$ cat src/rtl/serin_irq_unit.sv
module serin_irq_unit #(
  parameter int NPORTS = 32,
  parameter int NBITS  = 4,
  localparam int AW    = $clog2(6*NBITS+1)
) (
  input  logic                    clk,
  input  logic                    rst_n,
  input  logic                    sample_stb,
  input  logic [NBITS*NPORTS-1:0] sample_data,
  input  logic                    reg_we,
  input  logic [AW-1:0]           reg_addr,
  input  logic [NPORTS-1:0]       reg_wdata,
  output logic [NPORTS-1:0]       reg_rdata,
  output logic                    irq
);
  localparam int A_ENA = 0;
  localparam int A_TLO = NBITS;
  localparam int A_THI = 2*NBITS;
  localparam int A_POL = 3*NBITS;
  localparam int A_ACK = 4*NBITS;
  localparam int A_IDT = 5*NBITS;
  localparam int A_CFG = 6*NBITS;

  logic [NPORTS-1:0] ena_q [NBITS];
  logic [NPORTS-1:0] tlo_q [NBITS];
  logic [NPORTS-1:0] thi_q [NBITS];
  logic [NPORTS-1:0] pol_q [NBITS];
  logic [NPORTS-1:0] smp_q [NBITS];
  logic [NPORTS-1:0] pend_q[NBITS];
  logic [NPORTS-1:0] hit   [NBITS];
  logic [NBITS*NPORTS-1:0] ident_flat;
  logic master_q;

  function automatic logic at(input logic [AW-1:0] a, input int base, input int b);
    return a == AW'(base + b);
  endfunction

  always_comb begin
    logic [NPORTS-1:0] cur, rise, fall;
    for (int b = 0; b < NBITS; b++) begin
      cur  = sample_data[b*NPORTS +: NPORTS];
      rise = cur & ~smp_q[b];
      fall = ~cur & smp_q[b];
      hit[b] = sample_stb ? ((tlo_q[b] & rise) |
                             (thi_q[b] & ~tlo_q[b] & fall) |
                             (tlo_q[b] & ~thi_q[b] & fall)) : '0;
      ident_flat[b*NPORTS +: NPORTS] = ena_q[b] &
        ((~tlo_q[b] & ~thi_q[b] & (smp_q[b] ^ pol_q[b])) |
         ((tlo_q[b] | thi_q[b]) & pend_q[b]));
    end
  end

  assign irq = master_q & (|ident_flat);

  always_ff @(posedge clk or negedge rst_n) begin
    if (!rst_n) begin
      master_q <= 1'b0;
      for (int b = 0; b < NBITS; b++) begin
        ena_q[b]  <= '0;
        tlo_q[b]  <= '0;
        thi_q[b]  <= '0;
        pol_q[b]  <= '0;
        smp_q[b]  <= '0;
        pend_q[b] <= '0;
      end
    end else begin
      if (reg_we && reg_addr == AW'(A_CFG)) master_q <= reg_wdata[0];
      for (int b = 0; b < NBITS; b++) begin
        if (reg_we && at(reg_addr, A_ENA, b)) ena_q[b] <= reg_wdata;
        if (reg_we && at(reg_addr, A_TLO, b)) tlo_q[b] <= reg_wdata;
        if (reg_we && at(reg_addr, A_THI, b)) thi_q[b] <= reg_wdata;
        if (reg_we && at(reg_addr, A_POL, b)) pol_q[b] <= reg_wdata;
        if (sample_stb) smp_q[b] <= sample_data[b*NPORTS +: NPORTS];
        pend_q[b] <= (pend_q[b] & ~((reg_we && at(reg_addr, A_ACK, b)) ? reg_wdata : '0))
                     | hit[b];
      end
    end
  end

  always_comb begin
    reg_rdata = '0;
    if (reg_addr == AW'(A_CFG)) reg_rdata = NPORTS'(master_q);
    for (int b = 0; b < NBITS; b++) begin
      if (at(reg_addr, A_ENA, b)) reg_rdata = ena_q[b];
      if (at(reg_addr, A_TLO, b)) reg_rdata = tlo_q[b];
      if (at(reg_addr, A_THI, b)) reg_rdata = thi_q[b];
      if (at(reg_addr, A_POL, b)) reg_rdata = pol_q[b];
      if (at(reg_addr, A_IDT, b)) reg_rdata = ident_flat[b*NPORTS +: NPORTS];
    end
  end
endmodule

$ cat config.mk
export PLATFORM = sky130hd
export DESIGN_NAME = serin_irq_unit
export DESIGN_NICKNAME = d
export VERILOG_FILES = /design/src/rtl/serin_irq_unit.sv
export SDC_FILE = /design/constraint.sdc
export NUM_CORES = 2
export LEC_CHECK = 0
export ABC_AREA = 1
export BUFFER_PORTS_ARGS = -buffer_cell sky130_fd_sc_hd__buf_2
export CAP_MARGIN = 5
export CORE_UTILIZATION = 30
export CTS_BUF_LIST = sky130_fd_sc_hd__clkbuf_4 sky130_fd_sc_hd__clkbuf_8 sky130_fd_sc_hd__clkbuf_16
export DETAILED_ROUTE_END_ITERATION = 12
export GPL_ROUTABILITY_DRIVEN = 0
export PLACE_DENSITY_LB_ADDON = 0.2
export RECOVER_POWER = 100
export SLEW_MARGIN = 30
export SYNTH_ARGS = -nofsm -noshare
export SYNTH_HDL_FRONTEND = slang
export SYNTH_SLANG_ARGS = --single-unit
$ cat constraint.sdc
create_clock -name clk -period 1.88 [get_ports clk]
set_clock_uncertainty 0.15 [all_clocks]
set_input_delay 0.094 -clock clk [delete_from_list [all_inputs] [get_ports clk]]
set_output_delay 0.094 -clock clk [all_outputs]
set_load 0.05 [all_outputs]
==> summary.md <==
| Metric | Value |
|---|---|
| Outcome | finished, violations left |
| Failing checks | setup timing |
| Antenna violations before repair | 15 |
| Nets | between 6,000 and 7,000 |
| Max cap viols | 0 |
| Slew margin rel. | 14.1% |
| CTS Sinks | slightly below 800 |
| Setup Viol. Count Final | between 150 and 200 |
| Unrepaired setup endpoints after global routing | yes |
| Fraction of the mapped netlist area in adder cells | 0% |
| Io pins | between 200 and 250 |
| Setup crit end | reg_rdata[21] |
| Compound-gate portion of the synthesized area | ~18% |
| Largest net degree at the start of global routing | 93 |
| Worst flop-to-flop path startpoint | smp_q[63]$_DFFE_PN0P_ |
| Min-delay worst type | input port to register |
| FILL cells | 13,400 |
| Hold Path Depth | 4 |
| Crit Path Class | register to primary output |
| Post-DP Area | 51,600 um2 |
| Actual slew at the worst max-slew pin | 1290 ps |
| Cells after synthesis | about 5,300 |
| DIE WIDTH | 368 um |
| Die area | 135,000 um2 |
| Vias | 41,100 |
| Cell family with most CP delay | simple AND/OR/NAND/NOR gates |
| Post-synthesis simple-gate area fraction | 25.1% |
| Final hold vios | 0 |
| Crit path DAT | 2890 ps |
| Worst setup margin | -1250 ps |
| Pwr per Cell Area | 963 nW/um2 |
| Netlist cell types | 42 |
| Yosys warns | 0 |
| Core area | 132,000 um2 |
| Synthesis-to-layout area growth | 44.2% |
| Crit. path cell count | 14 |
| Worst Setup Start Kind | register |
| CTS Buffer Depth | 3 |
| First drt pass iteration count | 6 |
| Fin cells | 8,451 |
| Initial Utilization | 30.4% |
| Wire length per cell | 19.3 um |
| Max Transition Viols Final | 0 |
| Register area | 19,200 um2 |
| Crit path top cell by count | nand4_1 |
| FF-to-FF End | pend_q[63]$_DFF_PN0_ |
| Synth Register Bits | 769 |
| First-pass GRT wire length | 245,000 um |
| Mux cell area share after synthesis | 0.112% |
| CP Cell Sequence | buf_4 > nand3_1 > o21ai_1 > nor2_1 > nand4_1 > nand2_1 > nand4_1 > nand2_1 > nand4_1 > nand2_2 > nand4_1 > nand2_1 > nand2_2 > buf_12 |
| Multi-input logic area | 19,100 um2 |
| Antenna viol nets, final | 0 |
| Largest family of logic cells by synthesized area | simple AND/OR/NAND/NOR gates |
| VDD IR max | 0.679 mV |
| Critical path endpoint category | primary output |
| Post-Place Cells | around 8,000 |
| Post-synthesis xor/xnor area fraction | 2.27% |
| Tcrit/Tclk final | 166% |
| Htree depth | 3 |
| Input/output buffers | 201 |
| Post-DR vias/cell | between 4 and 5 |
| Worst-Skew Late Latency | around 700 ps |
| CTS Buf Count | 91 |
| Critical-path top delay cell | dfrtp_1 |
| GRT overflow | 0 |
| Final instance area | between 50,000 and 60,000 um2 |
| Syn nets | 5,484 |
| Setup TNS | -58,790 ps |
| Avg Cell Area, Syn | 7.55 um2 |
| Worst hold slack | 48.0 ps |
| Post-synthesis sequential area ratio | 47.9% |
| Tmin final | 3130 ps |
| FMAX | 0.320 GHz |
| Setup slack, reg-to-reg | 120 ps |
| CP Launch Point | tlo_q[117]$_DFFE_PN0P_ |
| CTS tree | done |
| Initial drt markers | around 3,500 |
| WP data required | 1640 ps |
| GRT Util Overall | 23.7% |
| Final design utilization | 43.8% |
| Site row count | 133 |
| Die height | 368 um |
| DRC | 0 |
| Wirelength, routed | ~160,000 um |
| Vias in the first global route | 39,100 |
| FF-to-FF path depth | 6 |
| Root buffer cell | clkbuf_16 |
| WP buf/inv | 2 |
| Mapped Area | 40,100 um2 |
| CTS clk-pin slew, worst paths | 60 ps |
| Share of cells above drive strength 1 | 25.5% |
| Max incr delay on CP | 390 ps |
| Max Fanout on Critical Path | 3 |
| HPWL after DPL | 114,000 um |
| Pleak | 26.8 nW |
## area by class of cell
cell class,count,area share [%]
Antenna cell,9,0.0389
Clock buffer,139,4.82
Clock inverter,22,0.467
Inverter,460,3.03
Multi-Input combinational cell,3805,33.0
Sequential cell,769,33.2
Tap cell,1755,3.79
Timing Repair Buffer,1492,21.6
## registers in the layout, summed over array words and instances, names as in the netlist
register and cells:
thi_q 128, tlo_q 128, master_q 1, smp_q 128
ena_q 128, pol_q 128, pend_q 128
## worst min-delay path by stage
stage / start / end / slack [ps]
final: sample_data[2] / smp_q[98]$_DFFE_PN0P_ / 50
after CTS: sample_data[101] / smp_q[5]$_DFFE_PN0P_ / 2
after global routing: sample_data[37] / smp_q[69]$_DFFE_PN0P_ / 50
after global placement: rst_n / pol_q[35]$_DFFE_PN0P_ / -200
after floorplan: rst_n / ena_q[0]$_DFFE_PN0P_ / -350
after detailed placement: rst_n / pol_q[35]$_DFFE_PN0P_ / -200
## cells in the final DEF, fill, tap and decap left out, types with 37 or more instances in the layout
| master | instances |
|---|---|
| o21ai_0 | 849 |
| a21oi_1 | 248 |
| nand2_1 | 1497 |
| clkbuf_4 | 56 |
| clkbuf_16 | 93 |
| nor2_1 | 211 |
| nor3b_1 | 60 |
| nand4_1 | 127 |
| buf_6 | 52 |
| or2_2 | 73 |
| dlygate4sd3_1 | 269 |
| buf_2 | 161 |
| inv_1 | 425 |
| nand3_2 | 37 |
| buf_12 | 77 |
| dfrtp_1 | 766 |
| nand3_1 | 167 |
| xnor2_1 | 55 |
| xor2_1 | 45 |
| o21ai_1 | 69 |
| buf_4 | 859 |
| nor2_2 | 43 |
## metal layers
| layer | track usage (%) | wire (um) | up-vias |
|---|---|---|---|
| li1 | - | - | 20000 |
| met1 | 34.8 | 78400 | 19900 |
| met2 | 36.5 | 71500 | 1049 |
| met3 | 3.22 | 9650 | 182 |
| met4 | 5.67 | 3180 | 10 |
| met5 | 0 | 66 | - |
## stage by stage
step	total power, mW	setup slack [ps]
after floorplan	27.7	-110
after global placement	35.9	-944
after detailed placement	36.1	-918
after CTS	55.9	-1280
after global routing	58.7	-1330
final	55.7	-1250
## synthesized netlist by cell type, drive strengths merged
cell type	instances	share of area [%]
a211o	15	0.33
a211oi	6	0.11
a21boi	2	0.037
a21o	12	0.22
a21oi	262	3.3
a22oi	1	0.019
a31oi	20	0.31
a32oi	1	0.022
a41oi	2	0.044
and2	5	0.078
and3	1	0.016
buf	29	0.36
clkbuf	252	2.4
dfrtp	769	48
inv	460	4.3
mux2	4	0.11
nand2	1542	14
nand3	209	2.6
nand3b	3	0.056
nand4	127	2.0
nor2	280	2.8
nor3	8	0.10
nor3b	60	1.1
nor4	9	0.14
o211ai	17	0.32
o21a	27	0.50
o21ai	939	12
o21bai	36	0.67
or2	113	1.8
xnor2	59	1.3
xor2	45	0.98
## what timing repair did
action	CTS	global route
hold buffers	269	2
pin swaps	151	125
resized for setup	193	84
cloned	0	2
endpoints found under the hold margin	1538	21
setup endpoints to repair	33	67
buffers inserted	15	11
## power by group
| group | leakage (nW) | total, mW | switching, mW | internal [mW] |
|---|---|---|---|---|
| clock | 1.55 | 18.5 | 7.51 | 11.0 |
| sequential | 9.39 | 20.9 | 1.65 | 19.2 |
| combinational | 15.9 | 16.4 | 8.31 | 8.05 |
| total | 26.8 | 55.7 | 17.5 | 38.3 |
## worst reg2reg max path, stage by stage (launching register included)
cell,delay [ps]
dfrtp_1,340
inv_1,50
buf_4,130
nor4_1,260
a31oi_1,60
o21ai_0,130
dlygate4sd3_1,560
## cell families after synthesis
| group | count (synthesis) |
|---|---|
| AOI/OAI and AO/OA | 1340 |
| buffers and inverters | 741 |
| and+or+nand+nor | 2357 |
| DFF | 769 |
| xor gates and xnor gates | 104 |
| muxes | 4 |
Note: power is estimated with default switching activity, not from simulation.
